===== config.mk =====
export PLATFORM = sky130hd
export DESIGN_NAME = icap_unit
export DESIGN_NICKNAME = d
export VERILOG_FILES = /design/src/rtl/icap_unit.sv
export SDC_FILE = /design/constraint.sdc
export NUM_CORES = 1
export LEC_CHECK = 0
export BUFFER_PORTS_ARGS = -buffer_cell sky130_fd_sc_hd__buf_2
export CELL_PAD_IN_SITES_DETAIL_PLACEMENT = 1
export CELL_PAD_IN_SITES_GLOBAL_PLACEMENT = 1
export CORE_MARGIN = 4
export CORE_UTILIZATION = 40
export CTS_BUF_LIST = sky130_fd_sc_hd__clkbuf_2
export CTS_CLUSTER_DIAMETER = 50
export DETAILED_ROUTE_END_ITERATION = 12
export GPL_ROUTABILITY_DRIVEN = 0
export GPL_TIMING_DRIVEN = 0
export PLACE_DENSITY_LB_ADDON = 0.2
export SYNTH_ARGS = -nofsm -noshare
export SYNTH_HDL_FRONTEND = slang
export SYNTH_SLANG_ARGS = --single-unit
export TNS_END_PERCENT = 20

===== constraint.sdc =====
create_clock -name clk -period 2.8 [get_ports clk]
set_input_delay 0.14 -clock clk [delete_from_list [all_inputs] [get_ports clk]]
set_output_delay 0.14 -clock clk [all_outputs]
set_load 0.02 [all_outputs]

===== src/rtl/icap_unit.sv =====
module icap_unit #(
  parameter int W = 16
) (
  input  logic         clk,
  input  logic         rst_n,
  input  logic         pin_i,
  input  logic [W-1:0] count_i,
  input  logic         filt_en_i,
  input  logic         edge_rise_i,
  input  logic         irq_en_i,
  input  logic         flag_clr_i,
  output logic [W-1:0] cap_value_o,
  output logic         cap_flag_o,
  output logic         irq_o
);
  localparam int TAPS = 4;

  logic [1:0]      sync_q;
  logic [TAPS-1:0] sh_q;
  logic            filt_q, prev_q, esel_q, fen_q;
  logic            agree, filt_lvl, level, cfg_chg, trig;

  assign agree    = (&sh_q) | ~(|sh_q);
  assign filt_lvl = agree ? sh_q[0] : filt_q;
  assign level    = filt_en_i ? filt_lvl : sync_q[1];
  assign cfg_chg  = (edge_rise_i != esel_q) | (filt_en_i != fen_q);
  assign trig     = ~cfg_chg & (edge_rise_i ? (level & ~prev_q) : (~level & prev_q));
  assign irq_o    = cap_flag_o & irq_en_i;

  always_ff @(posedge clk or negedge rst_n) begin
    if (!rst_n) begin
      sync_q <= '0;
      sh_q   <= '0;
      filt_q <= 1'b0;
      prev_q <= 1'b0;
      esel_q <= 1'b0;
      fen_q  <= 1'b0;
    end else begin
      sync_q <= {sync_q[0], pin_i};
      sh_q   <= {sh_q[TAPS-2:0], sync_q[1]};
      filt_q <= filt_lvl;
      prev_q <= level;
      esel_q <= edge_rise_i;
      fen_q  <= filt_en_i;
    end
  end

  always_ff @(posedge clk or negedge rst_n) begin
    if (!rst_n) begin
      cap_value_o <= '0;
      cap_flag_o  <= 1'b0;
    end else if (trig) begin
      cap_value_o <= count_i;
      cap_flag_o  <= 1'b1;
    end else if (flag_clr_i) begin
      cap_flag_o  <= 1'b0;
    end
  end
endmodule


# Yosys cells after proc, flatten, opt, wreduce, memory -nomap -nowiden
# Index checks and enable logic that the tools add are counted.
dict set report word_totals {
  ff_bits 27
  latch_bits 0
  ramBits 0
  romBits 0
  in_bits 23
  output_inout_bits 18
  memories 0
}
dict set report classes {
  add_sub_neg 0
  mul 0
  n_div 0
  magnitude_cmp 0
  n_eq_ne 2
  n_shift 0
  muxes 5
  n_bitwise 10
  n_reduce_logical 3
}
# op n
set op_table {}
lappend op_table {{1-bit two-way mux} 5}
lappend op_table {{1-bit bitwise AND} 4}
lappend op_table {{1-bit NOT} 4}
lappend op_table {{4-bit AND reduction} 1}
lappend op_table {{4-bit OR reduction} 1}
lappend op_table {{1-bit inequality test} 2}
lappend op_table {{1-bit OR} 2}
lappend op_table {{2-bit nonzero test} 1}

# Longest topological paths before layout
# Gate-level depths: netlist of the first run.
dict set report logic_depth {
  word_depth 10
  ltp_mapped 5
  depth_no_buf 4
}

# Least setup slack after synthesis of the first run
# No wires, ideal clock.
dict set report synth_timing {
  kind {register to register}
  from {reg sh_q[1]}
  to {reg cap_value_o[0]}
  setup_time_ps 125
  arrival_ps 1830
  t_required_ps 2675
  setup_slack_ps 845
  stages_incl_launch_ff 6
  synth_period_minus_slack_ps 1955
  cell_sequence {dfrtp_1 -> o41ai_4 -> nand2b_2 -> a221oi_4 -> buf_6 -> mux2_4}
}
dict set report synth_via {
  elab_chain_cells 9
}
# element line_no
set synth_lines {}
lappend synth_lines {{start: declaration} 19} ;# logic [TAPS-1:0] sh_q;
lappend synth_lines {{start signal: assignment} 40} ;# sh_q <= {sh_q[TAPS-2:0], sync_q[1]};
lappend synth_lines {{4-bit OR reduction} 23} ;# assign agree = (&sh_q) | ~(|sh_q);
lappend synth_lines {{1-bit NOT} 23}
lappend synth_lines {{1-bit OR (*)} 23}
lappend synth_lines {{1-bit two-way mux (*)} 24} ;# assign filt_lvl = agree ? sh_q[0] : filt_q;
lappend synth_lines {{net filt_lvl} 21} ;# logic agree, filt_lvl, level, cfg_chg, trig;
lappend synth_lines {{1-bit two-way mux (*)} 25} ;# assign level = filt_en_i ? filt_lvl : sync_q[1];
lappend synth_lines {{1-bit NOT} 27} ;# assign trig = ~cfg_chg & (edge_rise_i ? (level & ~prev_q) : (~level & prev_q));
lappend synth_lines {{1-bit bitwise AND} 27}
lappend synth_lines {{1-bit two-way mux (*)} 27}
lappend synth_lines {{1-bit bitwise AND (*)} 27}
lappend synth_lines {{end signal: assignment} 53} ;# cap_value_o <= count_i;
lappend synth_lines {{end: declaration} 12} ;# output logic [W-1:0] cap_value_o,
# Mark *: on every way through the listed nets, which the timed path passes. The rest lies on a longest branch.
# A chain may end at the register's enable or synchronous reset.

# Worst setup path after layout of the first run
dict set report layout_timing {
  from {reg sh_q[1]}
  to {reg cap_value_o[12]}
}
# The elaborated chain is that of the path after synthesis.

==> results of run 1 <==
[cells in the mapped netlist]
master	number	share of area (%)
sky130_fd_sc_hd__mux2i_1	1	0.95
sky130_fd_sc_hd__nand2_1	1	0.36
sky130_fd_sc_hd__mux2_4	9	13
sky130_fd_sc_hd__nand3b_1	1	0.71
sky130_fd_sc_hd__nand2b_2	1	0.83
sky130_fd_sc_hd__or3b_2	1	0.83
sky130_fd_sc_hd__and2_1	1	0.60
sky130_fd_sc_hd__and4_1	1	0.83
sky130_fd_sc_hd__buf_6	1	1.1
sky130_fd_sc_hd__mux2_2	8	8.6
sky130_fd_sc_hd__inv_1	1	0.36
sky130_fd_sc_hd__nor4b_2	1	1.4
sky130_fd_sc_hd__a221oi_4	1	2.5
sky130_fd_sc_hd__nor2_1	2	0.71
sky130_fd_sc_hd__o21ai_0	1	0.48
sky130_fd_sc_hd__dfrtp_1	27	64
sky130_fd_sc_hd__o41ai_4	1	2.6
[power breakdown]
group / leakage, nW / internal, W / switching, W
clock network: 0.0164 / 0.0000324 / 0.000113
registers: 0.321 / 0.000498 / 0.0000564
logic: 0.421 / 0.000218 / 0.000231
[how the worst min path moves through the flow]
stage                      from                          end  cells after the start  slack (ns)
after floorplan           rst_n       cap_flag_o$_DFFE_PN0P_                      0       -0.16
after global placement    rst_n       cap_flag_o$_DFFE_PN0P_                      1        0.18
after detailed placement  rst_n       cap_flag_o$_DFFE_PN0P_                      1        0.18
after CTS                 rst_n       cap_flag_o$_DFFE_PN0P_                      2        0.27
after global routing      rst_n  cap_value_o[11]$_DFFE_PN0P_                      2        0.32
final                     rst_n  cap_value_o[11]$_DFFE_PN0P_                      2        0.29
[cell families (layout without fill, tap and decap cells)]
group                  count (synthesis)  in the layout  synth area share [%]
AO/OA/AOI/OAI                          3              3                 5.596
multiplexers                          18             18                 22.38
flip-flops                            27             27                 64.29
buffers and inverters                  2             67                 1.428
AND/OR/NAND/NOR                        9              9                 6.310
[cell type report]
cell class | instances | area, µm² | share of cell area [%]
Sequential cell | 27 | 675.6 | 44.48
Timing Repair Buffer | 61 | 410.4 | 27.02
Multi-Input combinational cell | 30 | 360.3 | 23.72
Tap cell | 30 | 37.54 | 2.471
Clock buffer | 3 | 15.01 | 0.9885
Buffer | 1 | 11.26 | 0.7413
Clock inverter | 1 | 5.005 | 0.3295
Inverter | 1 | 3.754 | 0.2471
[metal layers]
layer	vias to the layer above	track usage, %	wire length, µm
met3	4	4.139	129
met1	366	17.58	901
met2	28	27.30	1239
li1	338	-	-
met5	-	0	0
met4	0	5.825	25
[sequential cells by signal, summed over array words and instances (netlist names)]
signal and flops:
filt_q 1, esel_q 1, sync_q 2, prev_q 1
fen_q 1, sh_q 4, cap_flag_o 1, cap_value_o 16
[placed cells by master (no fill, tap or decap)]
| cell | synthesis | layout |
|---|---|---|
| sky130_fd_sc_hd__buf_2 | 0 | 40 |
| sky130_fd_sc_hd__clkinv_2 | 0 | 1 |
| sky130_fd_sc_hd__and2_1 | 1 | 1 |
| sky130_fd_sc_hd__mux2_2 | 8 | 8 |
| sky130_fd_sc_hd__clkbuf_2 | 0 | 3 |
| sky130_fd_sc_hd__buf_6 | 1 | 1 |
| sky130_fd_sc_hd__dlygate4sd3_1 | 0 | 21 |
| sky130_fd_sc_hd__nand2b_2 | 1 | 1 |
| sky130_fd_sc_hd__a221oi_4 | 1 | 1 |
| sky130_fd_sc_hd__nor4b_2 | 1 | 1 |
| sky130_fd_sc_hd__mux2_4 | 9 | 9 |
| sky130_fd_sc_hd__nor2_1 | 2 | 2 |
| sky130_fd_sc_hd__and4_1 | 1 | 1 |
| sky130_fd_sc_hd__mux2i_1 | 1 | 1 |
| sky130_fd_sc_hd__or3b_2 | 1 | 1 |
| sky130_fd_sc_hd__o21ai_0 | 1 | 1 |
| sky130_fd_sc_hd__nand2_1 | 1 | 1 |
| sky130_fd_sc_hd__nand3b_1 | 1 | 1 |
| sky130_fd_sc_hd__inv_1 | 1 | 1 |
| sky130_fd_sc_hd__o41ai_4 | 1 | 1 |
| sky130_fd_sc_hd__dfrtp_1 | 27 | 27 |
[through the flow]
step	setup slack (ns)	std cells
global placement	0.6795	129
CTS	0.6310	154
floorplan	0.8449	59
detailed placement	0.6566	129
global route	0.5084	154
finish	0.6594	154
[timing repair]
item                                   CTS  global route
endpoints found under the hold margin   47             0
buffers inserted                         0             0
hold buffers                            21             0
==> summary.md, run 1 <==
The run finished with clean final reports. Routed wirelength normalized by instance count: 14.91 µm. Buffers inserted during clock tree synthesis total 3. The maximum fanout along the worst path was 10.

In this run the clock root is driven by a sky130_fd_sc_hd__clkbuf_2. After floorplanning, the core was divided into 18 placement rows. The first global-routing pass estimated 3905 µm of wire.

Dividing the final minimum period by the clock period gives 76.45%. In this run the number of cells on the critical path is 5. Summed over all cells, the static leakage comes to 0.7585 nW.

Summed over all layers, the global routing overflow is 0. The tools report the capture point of the worst path as cap_value_o[12]$_DFFE_PN0P_. Slowest stage cell on the critical path: sky130_fd_sc_hd__a221oi_4.

The area of the core came out at 0.002500 mm². The detailed placement HPWL was 1558 µm; the total die area was 0.003512 mm². The worst IR drop on VDD was 0.4937 mV. Dividing the detail-routed via count by the number of cells gives 4.779. The tools report the DRC violation total after the first TritonRoute iteration as 3. Once the clock tree was built, the resizer swapped 0 gates to a different size. Counting every net in the synthesized netlist gives 82. The signal on the critical path passes through o41ai_4, nand2b_2, a221oi_4, buf_6, mux2_4.

Max-cap violations in this run came to 0. The normalized max-slew margin came out at 61.72%. The synthesized netlist contains 17 unique library cells. The total buffers and inverters traversed by the critical path was 1. The worst register-to-register path has a depth of 5. STA classifies the critical path endpoint as a flip-flop. The type of the worst setup path is reg2reg. The tools report the initial antenna violation count as 0. In this run, synthesis produced a sequential element count of 27.

The logs give 28 for the pin count of the biggest net entering global routing and 0.001519 mm² for the area of all placed cells without fillers. The worst path in the final design needs a cycle of 2.141 ns, including I/O delays and setup. The global-route usage over all layers is 15.44%, and the total power density per cell area is 756.3 mW/mm². The via count of the first global-routing pass is 809, and the total power after layout is 0.001149 W. The clock passes through at most 2 buffers. The highest attainable clock frequency is 467.2 MHz. Wires add up to 2296 µm.

The maximum single-stage delay on the critical path works out to 0.52 ns. Input and output buffers added on the ports amount to 40. Setup violations remaining at the end of the flow were counted as 0. Among cell families on the critical path, the largest total delay comes from compound AO/OA/AOI/OAI gates. The tools report the setup TNS as 0 ns. The run gives 0.66 ns as the reg2reg setup slack.

CTS H-tree depth: 1. 41 I/O pins were placed. The starting utilization of the core area is 42.04%. Once layout is complete, the utilization of the core stands at 60.76%. Clock-pin slew was measured on the worst setup and hold paths at 0.24 ns. The tools report the clock latency on the worst-skew pair as 0.35 ns. Summing all placed instances gives a cell area of 0.001289 mm². Setup repair after global routing left no endpoint under its margin. Across all hold checks on the routed design, the worst slack comes to 0.2919 ns. The count of antenna-violating nets left after detailed routing was 0; the number of design rule violations left after detail routing was 0.

The worst register-to-register path begins at sh_q[1]$_DFF_PN0_. The logs give 736 for the via count and 261 for the filler cell count in the final layout. The number of clock sinks is 27, and the ratio of cells with drive above 1 in the final layout is 54.03%. The antenna diode count was 0; the height of the die was 59.26 µm. At the worst endpoint, the arrival time is 2.41 ns. In this run the horizontal extent of the chip is 59.26 µm.

For this run, the number of Yosys warnings is 0. Launch point of the critical path: sh_q[1]$_DFF_PN0_. TritonCTS built the clock tree. The required time reported for the critical path endpoint came out at 3.07 ns. The path category of the worst min-delay check is in2async.

The net count of the finished layout is 148. The tools report the end of the worst register-to-register path as cap_value_o[12]$_DFFE_PN0P_. Synthesized instance count: 59. For the pin with the worst max-slew slack, the measured transition is 0.5742 ns. The count of final max-slew check failures was 0; the number of iterations in the first detailed-routing pass was 2.

The final-report hold violation count was 0. The synthesized netlist occupies a cell area of 0.001051 mm². The run gives 0.005037 ns as the worst clock skew on the final layout.

The sequential area share after synthesis came out at 64.29%. The startpoint type of the worst setup path was a flip-flop. The synthesis-to-layout area growth came out at 44.52%.

A synthesized cell averages 17.81 µm².
No activity file was read; power rests on OpenSTA's default activity.
==> inputs of run 2 (changes only) <==
- ABC_AREA: default -> 1
- CORE_UTILIZATION: 40 -> 39
- clock period: 2.8 -> 2.2 ns (I/O delays scaled with it)
==> summary.md, run 2 <==
The run finished with clean final reports. The starting utilization of the core area came out at 41.61% (was 42.04%). The number of gates given a new drive strength after cts was 0 (unchanged); the register area was 675.6 µm² (unchanged). The total die area was 0.003933 mm² (was 0.003512 mm²). The dominant cell by count in the synthesized netlist was sky130_fd_sc_hd__dfrtp_1 (unchanged). The type of the worst setup path is reg2reg (unchanged).

Top post-synthesis cells by area: sky130_fd_sc_hd__dfrtp_1 58%, sky130_fd_sc_hd__nand2_4 9.6%, sky130_fd_sc_hd__nand4_1 9.1%, sky130_fd_sc_hd__nand2_2 5.9%, sky130_fd_sc_hd__nand2_1 5.8% (was sky130_fd_sc_hd__dfrtp_1 64%, sky130_fd_sc_hd__mux2_4 13%, sky130_fd_sc_hd__mux2_2 8.6%, sky130_fd_sc_hd__o41ai_4 2.6%, sky130_fd_sc_hd__a221oi_4 2.5%). The routing usage on met2 is 32.89% (was 27.30%), and the port buffer count is 40 (unchanged). The clock root buffer is sky130_fd_sc_hd__clkbuf_2 (unchanged). The DRC violation total after the first TritonRoute iteration came out at 27 (was 3). The run gives 58.97% (was 61.72%) as the normalized max-slew margin. The tools report the worst-case clock buffer depth as 2 (unchanged). The critical path capture point type was a flip-flop (unchanged). TritonCTS built the clock tree. Most frequent cells in the layout: 43 x sky130_fd_sc_hd__buf_2, 27 x sky130_fd_sc_hd__dfrtp_1, 21 x sky130_fd_sc_hd__dlygate4sd3_1 (was 40 x sky130_fd_sc_hd__buf_2, 27 x sky130_fd_sc_hd__dfrtp_1, 21 x sky130_fd_sc_hd__dlygate4sd3_1). The global-route usage over all layers came out at 17.44% (was 15.44%). The prevailing post-synth register cell is sky130_fd_sc_hd__dfrtp_1 (unchanged).

The mean area per synthesized cell is 11.67 µm² (was 17.81 µm²). The count of maximum capacitance violations came out at 0 (unchanged). The flip-flop count of the largest register after layout is 16 (unchanged), and the time the worst path needs with I/O delays and setup is 1.596 ns (was 2.141 ns).

The tools report the global routing usage on met1 as 20.05% (was 17.58%). The tools report the total global routing overflow as 0 (unchanged). The height of the die was 62.71 µm (was 59.26 µm); the chip width was 62.71 µm (was 59.26 µm).

For the worst IR drop on VDD, the log shows 0.5664 mV (was 0.4937 mV). The routed via count divided by cell count was 4.974 (was 4.779); the slew at the pin with the worst max-slew slack was 0.6155 ns (was 0.5742 ns). The area of all placed cells without fillers was 0.001639 mm² (was 0.001519 mm²); the pin count of the biggest net entering global routing was 28 (unchanged). The most common cell after layout, fill and taps aside is sky130_fd_sc_hd__buf_2 (unchanged). The most crowded layer after global routing is met2 (unchanged).

The tools report the number of design rule violations left after detail routing as 0 (unchanged). The length in cells of the worst reg-to-reg path was 8 (was 5). The path category of the worst min-delay check was in2async (unchanged). Largest registers: cap_value_o (16), sh_q (4), sync_q (2) (unchanged). The number of iterations in the first detailed-routing pass was 4 (was 2). The number of enable flip-flop cells after synthesis works out to 0 (unchanged).

The maximum fanout along the worst path was 10 (unchanged). For the number of clock buffers inserted by TritonCTS, the log shows 3 (unchanged). The number of buffers inserted by post-CTS setup repair is 0 (unchanged), and the sequential area share after synthesis is 57.88% (was 64.29%).

The most flop-heavy register is cap_value_o (unchanged). The CTS H-tree depth is 1 (unchanged), and the total power density per cell area is 882.9 mW/mm² (was 756.3 mW/mm²). The routed wirelength normalized by instance count was 15.65 µm (was 14.91 µm). The detailed placement HPWL was 1955 µm (was 1558 µm).

The layout net count is 189 (was 148). Standard-cell row count: 19 (was 18). The logs give 3068 µm (was 2296 µm) for the wire length reported by the detailed router and 15 (was 17) for the number of distinct library cells after synthesis. Most instantiated cells after synthesis: 27 x sky130_fd_sc_hd__dfrtp_1, 18 x sky130_fd_sc_hd__nand2_1, 17 x sky130_fd_sc_hd__nand4_1 (was 27 x sky130_fd_sc_hd__dfrtp_1, 9 x sky130_fd_sc_hd__mux2_4, 8 x sky130_fd_sc_hd__mux2_2). The final-report hold violation count is 0 (unchanged). The via count of the first global-routing pass is 1119 (was 809). The tools report the filler cell count in the final layout as 333 (was 261). The count of antenna-violating nets left after detailed routing was 0 (unchanged); the ratio of cells with drive above 1 in the final layout was 45.45% (was 54.03%). For the clock latency on the worst-skew pair, the log shows 0.35 ns (about the same). The combined area of the multi-input logic cells is 445.4 µm² (was 360.3 µm²). The startpoint type of the worst setup path is a flip-flop (unchanged). The area share of the largest cell type after synthesis works out to 57.88% (was 64.29%). The required time reported for the critical path endpoint is 2.51 ns (was 3.07 ns), and the antenna diode count is 0 (unchanged). Async set-reset flop share out of synthesis: 100.0% (unchanged). Setup repair after global routing left no endpoint under its margin. The clock-pin slew of the registers on the worst-case setup and hold paths works out to 0.26 ns (was 0.24 ns).

The tools report the critical path arrival as 1.90 ns (was 2.41 ns). The run gives 0 (unchanged) as the count of synthesis-stage warnings from yosys. Global-route wire length before repair: 5395 µm (was 3905 µm). The run gives 0 (unchanged) as the final count of negative-setup-slack endpoints. Met3 usage in global routing: 3.417% (was 4.139%). The cell area after placement is 0.001406 mm² (was 0.001289 mm²), and the synthesized net count is 123 (was 82).

Via count: 975 (was 736). The tools report the setup TNS as 0 ns (unchanged). The static power due to leakage is 0.8473 nW (was 0.7585 nW). The synthesis-to-layout area growth was 40.41% (was 44.52%); the highest attainable clock frequency was 626.7 MHz (was 467.2 MHz). The netlist area before placement came out at 0.001167 mm² (was 0.001051 mm²). The count of hold buffers inserted by post-cts repair was 20 (was 21); the number of clock sinks was 27 (unchanged). The final worst-path cycle share came out at 72.53% (was 76.45%). For the initial antenna violation count, the log shows 0 (unchanged). The boundary pin count is 41 (unchanged). Count of final max-slew check failures: 0 (unchanged).

The total of flip-flops plus latches after synthesis is 27 (unchanged). The synthesized instance count was 100 (was 59); the worst clock skew on the final layout was 0.01073 ns (was 0.005037 ns). The area of the core is 0.002805 mm² (was 0.002500 mm²). The top cell type by total area after synthesis is sky130_fd_sc_hd__dfrtp_1 (unchanged).
## run 2: layout make-up
cell class	instances	share of cell area, %
Clock inverter	1	0.4580
Buffer	4	2.137
Clock buffer	3	0.9160
Timing Repair Buffer	61	25.04
Tap cell	31	2.366
Inverter	3	0.6870
Multi-Input combinational cell	66	27.18
Sequential cell	27	41.22
## run 2: final timing paths
check / slack, ns / from / end
setup / recovery: 0.60 / sh_q[1]$_DFF_PN0_ / cap_value_o[10]$_DFFE_PN0P_
hold / removal: 0.25 / rst_n / cap_flag_o$_DFFE_PN0P_
setup reg to reg: 0.60 / sh_q[1]$_DFF_PN0_ / cap_value_o[10]$_DFFE_PN0P_
hold reg to reg: 0.39 / sync_q[0]$_DFF_PN0_ / sync_q[1]$_DFF_PN0_
max in group asynchronous: 1.54 / rst_n / cap_value_o[15]$_DFFE_PN0P_
min in group clk: 0.37 / pin_i / sync_q[0]$_DFF_PN0_
## run 2: per-layer routing
| metal | share of wire (%) | vias up |
|---|---|---|
| met2 | 57 | 27 |
| li1 | - | 467 |
| met5 | 0 | - |
| met1 | 38 | 479 |
| met3 | 4.3 | 2 |
| met4 | 0.59 | 0 |
## run 2: worst max-delay path, stage by stage, from the launching register on
cell	delay [ns]
sky130_fd_sc_hd__dfrtp_1	0.46
sky130_fd_sc_hd__nor2_1	0.12
sky130_fd_sc_hd__nand2_1	0.07
sky130_fd_sc_hd__nand2_2	0.07
sky130_fd_sc_hd__nand3_2	0.08
sky130_fd_sc_hd__nand3_2	0.19
sky130_fd_sc_hd__buf_2	0.28
sky130_fd_sc_hd__nand4_1	0.17
sky130_fd_sc_hd__nand2_2	0.11
## run 2: cells by family (layout without fill, tap and decap cells)
kind of cell / after synthesis / after routing / synth area share [%]
AND/OR/NAND/NOR: 64 / 64 / 36.01
buffers and inverters: 7 / 72 / 3.965
AO/OA/AOI/OAI: 1 / 1 / 0.7504
flip-flops: 27 / 27 / 57.88
XOR/XNOR: 1 / 1 / 1.394
## run 2: through the flow
stage	power, W	utilization, %	std cells	setup WS (ns)	hold WS [ns]
CTS	0.001456	58.07	195	0.6263	0.0004151
global route	0.001547	58.43	196	0.4632	0.2604
global placement	0.001214	50.13	171	0.7460	0.1584
detailed placement	0.001234	50.13	171	0.6680	0.1577
floorplan	0.001046	-	100	0.8776	-0.1856
finish	0.001447	58.43	196	0.6044	0.2546
## run 2: where the power goes
group	leakage, nW	internal (W)	switching, W
Sequential	0.328	0.000609	0.0000905
Clock	0.0126	0.0000422	0.000148
Combinational	0.507	0.000217	0.000341
